[config.mk]
export PLATFORM = sky130hd
export DESIGN_NAME = pwm10_gen
export DESIGN_NICKNAME = d
export VERILOG_FILES = /design/src/rtl/pwm10_pkg.sv /design/src/rtl/pwm10_clkdiv.sv /design/src/rtl/pwm10_timer.sv /design/src/rtl/pwm10_duty_buf.sv /design/src/rtl/pwm10_out.sv /design/src/rtl/pwm10_gen.sv
export SDC_FILE = /design/constraint.sdc
export NUM_CORES = 1
export LEC_CHECK = 0
export ABC_AREA = 0
export BUFFER_PORTS_ARGS = -buffer_cell sky130_fd_sc_hd__buf_2
export CAP_MARGIN = 20
export CORE_UTILIZATION = 30
export CTS_BUF_LIST = sky130_fd_sc_hd__clkbuf_4 sky130_fd_sc_hd__clkbuf_8 sky130_fd_sc_hd__clkbuf_16
export CTS_CLUSTER_DIAMETER = 40
export CTS_CLUSTER_SIZE = 12
export DETAILED_ROUTE_END_ITERATION = 10
export GPL_TIMING_DRIVEN = 0
export RECOVER_POWER = 50
export SLEW_MARGIN = 30
export SYNTH_ARGS = -nofsm -noshare
export SYNTH_HDL_FRONTEND = slang
export SYNTH_SLANG_ARGS = --single-unit
[constraint.sdc]
create_clock -name clk -period 6 [get_ports clk]
set_input_delay 0.9 -clock clk [delete_from_list [all_inputs] [get_ports clk]]
set_output_delay 0.9 -clock clk [all_outputs]
set_load 0.005 [all_outputs]
[src/rtl/pwm10_pkg.sv]
package pwm10_pkg;
  typedef enum logic [1:0] {
    PS_DIV1  = 2'b00,
    PS_DIV4  = 2'b01,
    PS_DIV16 = 2'b10,
    PS_DIV16B = 2'b11
  } presc_e;

  // Divider level: 0 -> /1, 1 -> /4, 2 -> /16
  function automatic int unsigned presc_level(presc_e sel);
    case (sel)
      PS_DIV1: return 0;
      PS_DIV4: return 1;
      default: return 2;
    endcase
  endfunction
endpackage

[src/rtl/pwm10_clkdiv.sv]
module pwm10_clkdiv
  import pwm10_pkg::*;
#(
  parameter int SUB_W  = 2,
  parameter int STEP_W = 2,
  parameter int LVLS   = 3
) (
  input  logic             clk,
  input  logic             rst,
  input  logic             run_i,
  input  logic [1:0]       sel_i,
  output logic             tick_o,
  output logic [SUB_W-1:0] sub_n_o
);
  localparam int DIV_W = SUB_W + STEP_W * (LVLS - 1);

  logic [DIV_W-1:0] div_q, div_n, mask;
  int unsigned      lvl;

  always_comb begin
    lvl  = presc_level(presc_e'(sel_i));
    mask = (DIV_W'(1) << (SUB_W + STEP_W * lvl)) - DIV_W'(1);
    tick_o = run_i && ((div_q & mask) == mask);
    if (!run_i)      div_n = div_q;
    else if (tick_o) div_n = '0;
    else             div_n = div_q + DIV_W'(1);
    // top SUB_W bits of the active divider width form the sub-count
    sub_n_o = SUB_W'(div_n >> (STEP_W * lvl));
  end

  always_ff @(posedge clk) begin
    if (rst) div_q <= '0;
    else     div_q <= div_n;
  end

  assert_div_hold_R9: assert property (@(posedge clk) disable iff (rst)
    !run_i |=> $stable(div_q));
endmodule

[src/rtl/pwm10_timer.sv]
module pwm10_timer #(
  parameter int TMR_W = 8
) (
  input  logic             clk,
  input  logic             rst,
  input  logic             tick_i,
  input  logic [TMR_W-1:0] period_i,
  output logic [TMR_W-1:0] tmr_n_o,
  output logic             wrap_o
);
  logic [TMR_W-1:0] tmr_q;

  always_comb begin
    wrap_o = tick_i && (tmr_q == period_i);
    if (!tick_i)     tmr_n_o = tmr_q;
    else if (wrap_o) tmr_n_o = '0;
    else             tmr_n_o = tmr_q + TMR_W'(1);
  end

  always_ff @(posedge clk) begin
    if (rst) tmr_q <= '0;
    else     tmr_q <= tmr_n_o;
  end

  assert_tmr_hold_R9: assert property (@(posedge clk) disable iff (rst)
    !tick_i |=> $stable(tmr_q));
  assert_wrap_clear_R2: assert property (@(posedge clk) disable iff (rst)
    wrap_o |=> (tmr_q == '0));
endmodule

[src/rtl/pwm10_duty_buf.sv]
module pwm10_duty_buf #(
  parameter int HI_W = 8,
  parameter int LO_W = 2
) (
  input  logic                 clk,
  input  logic                 rst,
  input  logic                 wrap_i,
  input  logic                 en_i,
  input  logic [HI_W-1:0]      hi_i,
  input  logic [LO_W-1:0]      lo_i,
  output logic [HI_W+LO_W-1:0] shadow_n_o,
  output logic [HI_W-1:0]      shadow_hi_o
);
  localparam int DUTY_W = HI_W + LO_W;

  logic [DUTY_W-1:0] shadow_q;

  always_comb begin
    if (wrap_i && en_i) shadow_n_o = {hi_i, lo_i};
    else                shadow_n_o = shadow_q;
  end

  always_ff @(posedge clk) begin
    if (rst) shadow_q <= '0;
    else     shadow_q <= shadow_n_o;
  end

  assign shadow_hi_o = shadow_q[DUTY_W-1 -: HI_W];

  assert_shadow_only_at_wrap_R5: assert property (@(posedge clk) disable iff (rst)
    !wrap_i |=> $stable(shadow_q));
  assert_shadow_frozen_off_R8: assert property (@(posedge clk) disable iff (rst)
    !en_i |=> $stable(shadow_q));
endmodule

[src/rtl/pwm10_out.sv]
module pwm10_out #(
  parameter int CNT_W = 10
) (
  input  logic             clk,
  input  logic             rst,
  input  logic             en_i,
  input  logic             wrap_i,
  input  logic [CNT_W-1:0] cnt_n_i,
  input  logic [CNT_W-1:0] shadow_n_i,
  output logic             pwm_o,
  output logic             match_o
);
  logic pwm_q, match_q, pwm_d, hit;

  always_comb begin
    // compare the count that will hold after this edge, so the
    // registered output falls exactly when the count reaches the duty
    hit   = (cnt_n_i == shadow_n_i);
    pwm_d = en_i && (wrap_i || pwm_q) && !hit;
  end

  always_ff @(posedge clk) begin
    if (rst) begin
      pwm_q   <= 1'b0;
      match_q <= 1'b0;
    end else begin
      pwm_q   <= pwm_d;
      match_q <= wrap_i;
    end
  end

  assign pwm_o   = pwm_q;
  assign match_o = match_q;

  assert_match_single_R3: assert property (@(posedge clk) disable iff (rst)
    match_q |=> !match_q);
  assert_off_low_R8: assert property (@(posedge clk) disable iff (rst)
    !en_i |=> !pwm_q);
  assert_rise_at_boundary_R4: assert property (@(posedge clk) disable iff (rst)
    $rose(pwm_q) |-> match_q);
endmodule

[src/rtl/pwm10_gen.sv]
module pwm10_gen #(
  parameter int TMR_W  = 8,
  parameter int SUB_W  = 2,
  parameter int STEP_W = 2,
  parameter int LVLS   = 3
) (
  input  logic             clk,
  input  logic             rst,
  input  logic [TMR_W-1:0] period_i,
  input  logic [TMR_W-1:0] duty_hi_i,
  input  logic [SUB_W-1:0] duty_lo_i,
  input  logic             tmr_on_i,
  input  logic [1:0]       presc_sel_i,
  input  logic             pwm_en_i,
  output logic             pwm_o,
  output logic             match_o,
  output logic [TMR_W-1:0] duty_shadow_o
);
  localparam int CNT_W = TMR_W + SUB_W;

  logic             tick, wrap;
  logic [SUB_W-1:0] sub_n;
  logic [TMR_W-1:0] tmr_n;
  logic [CNT_W-1:0] shadow_n;

  pwm10_clkdiv #(.SUB_W(SUB_W), .STEP_W(STEP_W), .LVLS(LVLS)) u_div (
    .clk(clk), .rst(rst), .run_i(tmr_on_i), .sel_i(presc_sel_i),
    .tick_o(tick), .sub_n_o(sub_n)
  );

  pwm10_timer #(.TMR_W(TMR_W)) u_tmr (
    .clk(clk), .rst(rst), .tick_i(tick), .period_i(period_i),
    .tmr_n_o(tmr_n), .wrap_o(wrap)
  );

  pwm10_duty_buf #(.HI_W(TMR_W), .LO_W(SUB_W)) u_buf (
    .clk(clk), .rst(rst), .wrap_i(wrap), .en_i(pwm_en_i),
    .hi_i(duty_hi_i), .lo_i(duty_lo_i),
    .shadow_n_o(shadow_n), .shadow_hi_o(duty_shadow_o)
  );

  pwm10_out #(.CNT_W(CNT_W)) u_out (
    .clk(clk), .rst(rst), .en_i(pwm_en_i), .wrap_i(wrap),
    .cnt_n_i({tmr_n, sub_n}), .shadow_n_i(shadow_n),
    .pwm_o(pwm_o), .match_o(match_o)
  );

  assert_no_match_when_off_R9: assert property (@(posedge clk) disable iff (rst)
    !tmr_on_i |=> !match_o);
endmodule

# After elaboration in Yosys (flattened, before gate mapping)
# Index checks and enable logic that the tools add are counted.
[classes] addsub=4 n_mul=0 div=0 magnitude_cmp=0 n_eq_ne=4 shifts=2 n_mux=6 bitwise=1 n_reduce_logical=8
[op_table] cell="<< shifter 1 x 32 -> 6 bit (first input constant)" n=1
[op_table] cell="two-way mux 8 bit" n=2
[op_table] cell="two-way mux 6 bit" n=2
[op_table] cell="== test 10 bit" n=1
[op_table] cell="two-way mux 10 bit" n=1
[op_table] cell="adder 8 x 1 -> 8 bit (second input constant)" n=1
[op_table] cell="== test 8 bit" n=1
[op_table] cell="adder 6 x 1 -> 6 bit (second input constant)" n=1
[op_table] cell="AND 6 bit" n=1
[op_table] cell="== test 6 bit" n=1
[op_table] cell=">> shifter 6 x 3 -> 2 bit" n=1
[op_table] cell="subtractor 6 x 2 -> 6 bit (second input constant)" n=1
[op_table] cell="logical AND 1 bit" n=5
[op_table] cell="adder 2 x 3 -> 4 bit (first input constant)" n=1
[op_table] cell="case mux 2 bit (2 select lines)" n=1
[op_table] cell="== test 2 x 1 -> 1 bit (second input constant)" n=1
[op_table] cell="logical NOT 2 bit" n=1
[op_table] cell="logical NOT 1 bit" n=1
[op_table] cell="logical OR 1 bit" n=1
[totals] reg_bits=26 latch_bits=0 ram_bits=0 mem_bits_ro=0 input_bits=24 output_inout_bits=10 elab_cells=30 memories=0

# Longest topological paths before layout
[logic_depth] ltp_word=14 depth_mapped=10 ltp_nobuf=9

# Modules after synthesis
# A second synthesis with hierarchy kept.
[hier_totals] hier_cells=183 hier_area_um2=1611.5
[modules_own_cells] module="pwm10_duty_buf" instances=1 cells_each=63 area_per_inst_um2=566.8 seq_area_each_um2=200.2
[modules_own_cells] module="pwm10_timer" instances=1 cells_each=57 area_per_inst_um2=485.5 seq_area_each_um2=160.2
[modules_own_cells] module="pwm10_clkdiv" instances=1 cells_each=44 area_per_inst_um2=391.6 seq_area_each_um2=120.1
[modules_own_cells] module="pwm10_out" instances=1 cells_each=19 area_per_inst_um2=167.7 seq_area_each_um2=40.0

# Worst setup path after synthesis
# Ideal clock, no wire load.
[synth_timing] kind="input to register" from="input tmr_on_i" to="register u_out.pwm_q, in the netlist u_out.pwm_o" setup_ns=0.120 arrival_time_ns=2.687 required_ns=5.880 setup_slack_ns=3.193 stages=9 n_path_buf=1 cell_sequence="buf_2 -> nand2_1 -> a221o_1 -> or3_1 -> xor2_1 -> o22ai_1 -> a211oi_1 -> a21oi_1 -> o31a_1"
[synth_via] elab_chain_cells=7 word_cells_on_any_way=14 cone_classes="eq/ne (1); shift (1); mux (5); reduce/logical (7)"
[synth_rtl] element="from (decl)" line="pwm10_gen.sv:12" source="input logic tmr_on_i,"
[synth_rtl] element="logical AND 1 bit" line="pwm10_clkdiv.sv:23" source="tick_o = run_i && ((div_q & mask) == mask);"
[synth_rtl] element="two-way mux 6 bit / logical AND 1 bit (equally long branches)" line="pwm10_clkdiv.sv:25, pwm10_timer.sv:14"
[synth_rtl] element="two-way mux 6 bit (tied with other cells)" line="pwm10_clkdiv.sv:24" source="if (!run_i) div_n = div_q;"
[synth_rtl] element=">> shifter 6 x 3 -> 2 bit (tied with other cells)" line="pwm10_clkdiv.sv:28" source="sub_n_o = SUB_W'(div_n >> (STEP_W * lvl));"
[synth_rtl] element="== test 10 bit" line="pwm10_out.sv:18" source="hit = (cnt_n_i == shadow_n_i);"
[synth_rtl] element="logical NOT 1 bit" line="pwm10_out.sv:19" source="pwm_d = en_i && (wrap_i || pwm_q) && !hit;"
[synth_rtl] element="logical AND 1 bit (*)" line="pwm10_out.sv:19"
[synth_rtl] element="to (signal assigned)" line="pwm10_out.sv:27" source="pwm_q <= pwm_d;"
[synth_rtl] element="to (decl)" line="pwm10_out.sv:13" source="logic pwm_q, match_q, pwm_d, hit;"
# Every way passes the cells marked *; elsewhere a longest branch is shown, timed or not.
# A chain may end at the register's enable or synchronous reset.

# Worst setup path in the final report
# Ends and elaborated chain as after synthesis.

==> impl_metrics.prom <==
# TYPE chip_impl_metric gauge
chip_impl_info{name="result_of_the_run",value="finished clean"} 1
chip_impl_metric{name="cp_data_required_time",unit="ps"} 6170
chip_impl_metric{name="syn_avg_cell_area",unit="um2"} 8.442
chip_impl_metric{name="io_pins",unit=""} 34
chip_impl_metric{name="dieWidth",unit="um"} 75.12
chip_impl_metric{name="hold_viol",unit=""} 0
chip_impl_metric{name="floorplan_die_height",unit="um"} 75.12
chip_impl_metric{name="core-area",unit="mm2"} 0.005140
chip_impl_metric{name="postSynthRegisterBits",unit=""} 26
chip_impl_metric{name="detail_route.wirelength",unit="mm"} 3.778
chip_impl_info{name="worstSetupPathType",value="input pin to flop"} 1
chip_impl_metric{name="grt_usage",unit=""} 0.1441
chip_impl_metric{name="worstSkewPairLatency",unit="ps"} 270
chip_impl_metric{name="count_of_input_and_output_buffers",unit=""} 31
chip_impl_info{name="worstSetupStartpointType",value="input pin"} 1
chip_impl_info{name="cts_tree",value="done"} 1
chip_impl_metric{name="maxClockFrequency",unit="GHz"} 0.3067
chip_impl_metric{name="clk_transition_reported_paths",unit="ps"} 90
chip_impl_info{name="timing.critical_path.to_type",value="flop"} 1
chip_impl_metric{name="drt_first_pass_iters",unit=""} 4
chip_impl_metric{name="setup_viol",unit=""} 0
chip_impl_metric{name="internal_power",unit="W"} 0.0002483
chip_impl_metric{name="timing.clock.skew",unit="ps"} 4.750
chip_impl_metric{name="final_nets",unit=""} 253
chip_impl_info{name="slowest_stage",value="a221oi_1"} 1
chip_impl_metric{name="seq_area_frac_synth",unit=""} 0.3245
chip_impl_metric{name="floorplan.initialDensity",unit=""} 0.3121
chip_impl_metric{name="grt_first_pass_wirelength",unit="mm"} 6.210
chip_impl_metric{name="power.switching",unit="W"} 0.00007759
chip_impl_metric{name="multiInputGateArea",unit="um2"} 948.4
chip_impl_metric{name="route.detailed.drc",unit=""} 0
chip_impl_info{name="holdCritStartpoint",value="u_buf.shadow_q[4]$_SDFF_PP0_"} 1
chip_impl_metric{name="vdd_ir_drop_max",unit="mV"} 0.1021
chip_impl_metric{name="finalWorstPathRequiredPeriod",unit="ps"} 3261
chip_impl_info{name="clock_tree.root_cell",value="clkbuf_8"} 1
chip_impl_metric{name="reg_to_reg_slack_setup",unit="ps"} 3130
chip_impl_metric{name="syn_area",unit="mm2"} 0.001604
chip_impl_metric{name="path_buf_inv",unit=""} 1
chip_impl_metric{name="std_cell_rows",unit=""} 26
chip_impl_metric{name="timing.final.crit_share",unit=""} 0.5434
chip_impl_info{name="whs_endpoint",value="u_buf.shadow_q[4]$_SDFF_PP0_"} 1
chip_impl_metric{name="detail_route.vias_per_cell",unit=""} 4.905
chip_impl_metric{name="synth.top_cell.area_share",unit=""} 0.3245
chip_impl_info{name="timing.critical_path.cells",value="clkbuf_1 -> nand2_1 -> a221oi_1 -> nand4_4 -> mux2i_1 -> xor2_1 -> a2111oi_2 -> nand4_1 -> o31a_1"} 1
chip_impl_info{name="synth_area_leaders",value="dfxtp_1, xnor2_1, xor2_1"} 1
chip_impl_metric{name="total_via_count_after_detailed_routing",unit=""} 1447
chip_impl_metric{name="grt_start_max_net_pins",unit=""} 15
chip_impl_metric{name="power.switching_fraction",unit=""} 0.2381
chip_impl_metric{name="number_of_global_route_vias_before_repair",unit=""} 1320
chip_impl_metric{name="postSynthNetCount",unit=""} 217
chip_impl_metric{name="layout-drive-gt1-share",unit=""} 0.2133
chip_impl_metric{name="crit_fanout",unit=""} 10
chip_impl_metric{name="detail_route.wl_per_cell",unit="um"} 12.81
chip_impl_metric{name="gp_congestion",unit=""} 0.8286
chip_impl_info{name="critical_path.reg2reg.endpoint",value="u_out.pwm_o$_SDFF_PP0_"} 1
chip_impl_info{name="yosysTopAreaCell",value="dfxtp_1"} 1
chip_impl_metric{name="cts-buffers-inserted",unit=""} 3
chip_impl_metric{name="synthDistinctLibCells",unit=""} 40
chip_impl_metric{name="clock_power_share",unit=""} 0.356
chip_impl_info{name="dominantRegCellSynth",value="dfxtp_1"} 1
chip_impl_metric{name="slew_headroom",unit=""} 0.4755
chip_impl_metric{name="die_area",unit="mm2"} 0.005643
chip_impl_metric{name="total_congestion_overflow",unit=""} 0
chip_impl_metric{name="timing.critical_path.slowest_cell_delay",unit="ps"} 650
chip_impl_metric{name="h-tree-depth",unit=""} 1
chip_impl_metric{name="worst_slew_pin_slew",unit="ps"} 786.7
chip_impl_metric{name="seq_power_share",unit=""} 0.541
chip_impl_metric{name="r2r.worst_path.cells",unit=""} 9
chip_impl_metric{name="cts-resized-gates",unit=""} 0
chip_impl_metric{name="power_per_cell_area",unit="mW/mm2"} 173.4
chip_impl_metric{name="post-cts-setup-buffer-count",unit=""} 0
chip_impl_metric{name="setup_total_negative_slack",unit="ps"} 0
chip_impl_metric{name="report.final.slew_viol_count",unit=""} 0
chip_impl_metric{name="final-seq-area",unit="um2"} 520.5
chip_impl_metric{name="antennaDiodeCount",unit=""} 0
chip_impl_metric{name="whs",unit="ps"} 494.7
chip_impl_metric{name="areaGrowthSynthToFinish",unit="%"} 17.16
chip_impl_metric{name="drv_cap",unit=""} 0
chip_impl_metric{name="netlist_instances",unit=""} 190
chip_impl_info{name="startpoint_of_the_lowest_slack_register_to_register_path",value="u_div.div_q[0]$_SDFF_PP0_"} 1
chip_impl_metric{name="antenna_found_initial",unit=""} 0
chip_impl_metric{name="detail_route.iter0.violations",unit=""} 74
chip_impl_metric{name="async_reset_ff_frac",unit=""} 0
chip_impl_metric{name="comb_pwr_share",unit=""} 0.104
chip_impl_metric{name="fin_util",unit=""} 0.3656
chip_impl_info{name="grt_setup_unrepaired",value="false"} 1
chip_impl_metric{name="clockBufferDepth",unit=""} 2
chip_impl_info{name="path_delay_family",value="compound AO/OA/AOI/OAI gates"} 1
chip_impl_metric{name="n_fill_cell",unit=""} 556
chip_impl_metric{name="postCtsHoldBufs",unit=""} 0
chip_impl_metric{name="leakagePower",unit="nW"} 0.7341
chip_impl_metric{name="holdPathStages",unit=""} 2
chip_impl_metric{name="clkSinkCount",unit=""} 26
chip_impl_info{name="worstHoldPathType",value="flop to flop"} 1
chip_impl_metric{name="yosys_warnings",unit=""} 0
chip_impl_metric{name="critical_path_arrival",unit="ps"} 3430
chip_impl_metric{name="ant_nets",unit=""} 0
chip_impl_metric{name="dp_hpwl",unit="mm"} 2.971
chip_impl_metric{name="synth_edf_count",unit=""} 0
## worst min-delay path, cell delays in order (launching register included)
cell	delay, ps
dfxtp_1	340
nand2_1	60
a21oi_1	50
## metal layers
| layer | wire length, um | part of all wire | track usage | vias up |
|---|---|---|---|---|
| met4 | 32 | 0.0085 | 0.03774 | 0 |
| met1 | 1993 | 0.53 | 0.2138 | 661 |
| met3 | 130 | 0.034 | 0.01606 | 4 |
| met5 | 0 | 0 | 0 | - |
| met2 | 1622 | 0.43 | 0.2202 | 35 |
| li1 | - | - | - | 747 |
## kinds of logic (layout without fill, tap and decap cells)
family	count (synthesis)	count (layout)	synth area share
compound gates	35	35	0.1599
xor+xnor	23	23	0.1256
fa+ha+maj	3	3	0.02340
buf+inv	21	56	0.07331
flops	26	26	0.3245
mux	6	6	0.03822
simple gates	76	76	0.2551
## Yosys cell counts (all sizes together) (2+ instances only)
cell      n
a2111oi   2
a21oi    11
a31oi     3
a32oi     2
and4      2
buf      13
clkbuf    5
dfxtp    26
ha        3
inv       3
mux2i     5
nand2    19
nand2b    5
nand3     8
nand4     9
nor2      9
nor2b     4
nor3     16
nor3b     2
o21ai     5
o22ai     3
o311ai    2
or3       2
xnor2    12
xor2     11
## cell usage in the layout, fill, tap and decap left out, types with 3 or more instances in the layout
cell type | netlist | layout
nor2b_1 | 4 | 4
mux2i_1 | 5 | 5
nor3_1 | 15 | 15
a31oi_1 | 3 | 3
o22ai_1 | 3 | 3
nand2b_1 | 5 | 5
xor2_1 | 11 | 11
clkbuf_4 | 0 | 8
o21ai_0 | 5 | 5
buf_2 | 3 | 30
dfxtp_1 | 26 | 26
inv_1 | 3 | 3
clkbuf_1 | 4 | 9
nand4_1 | 8 | 8
nand3_1 | 8 | 8
a21oi_1 | 11 | 11
ha_1 | 3 | 3
clkbuf_8 | 0 | 4
nand2_1 | 19 | 19
nor2_1 | 9 | 9
xnor2_1 | 12 | 12
## state kept, by name, summed over array words and instances, names as in the netlist
name,flops
u_out.match_o,1
u_out.pwm_o,1
u_tmr.tmr_q,8
u_div.div_q,6
u_buf.shadow_q,10
## metrics by stage
step / power, W / setup WS [ps] / cells / area [um2]
6_report: 0.0003259 / 2739 / 295 / 1879
5_1_grt: 0.0003398 / 2485 / 295 / 1879
3_3_place_gp: 0.0002146 / 2913 / 291 / 1847
4_1_cts: 0.0003281 / 3225 / 295 / 1902
2_1_floorplan: 0.0002003 / 3193 / 190 / 1604
3_5_place_dp: 0.0002148 / 2930 / 291 / 1847
## power by group through the flow
stage	Combinational [W]	Sequential [W]	Clock [W]
6_report	0.0000338	0.000176	0.000116
3_3_place_gp	0.0000344	0.000180	0
4_1_cts	0.0000347	0.000176	0.000117
5_1_grt	0.0000375	0.000176	0.000126
3_5_place_dp	0.0000345	0.000180	0
2_1_floorplan	0.0000205	0.000180	0
## final cells by class
class | instances | share of cell area
Tap cell | 70 | 0.04660
Multi-Input combinational cell | 143 | 0.5047
Sequential cell | 26 | 0.2770
Timing Repair Buffer | 31 | 0.08122
Clock buffer | 4 | 0.02929
Inverter | 3 | 0.005992
Buffer | 18 | 0.05526
## how the worst max path moves through the flow
| stage | end | start | depth (start not counted) |
|---|---|---|---|
| 6_report | u_out.pwm_o$_SDFF_PP0_ | tmr_on_i | 9 |
| 4_1_cts | u_out.pwm_o$_SDFF_PP0_ | period_i[7] | 9 |
| 3_5_place_dp | u_out.pwm_o$_SDFF_PP0_ | period_i[7] | 9 |
| 3_3_place_gp | u_out.pwm_o$_SDFF_PP0_ | period_i[7] | 9 |
| 2_1_floorplan | u_out.pwm_o$_SDFF_PP0_ | tmr_on_i | 9 |
| 5_1_grt | u_out.pwm_o$_SDFF_PP0_ | tmr_on_i | 9 |
Power figures use the tool's default switching activity.
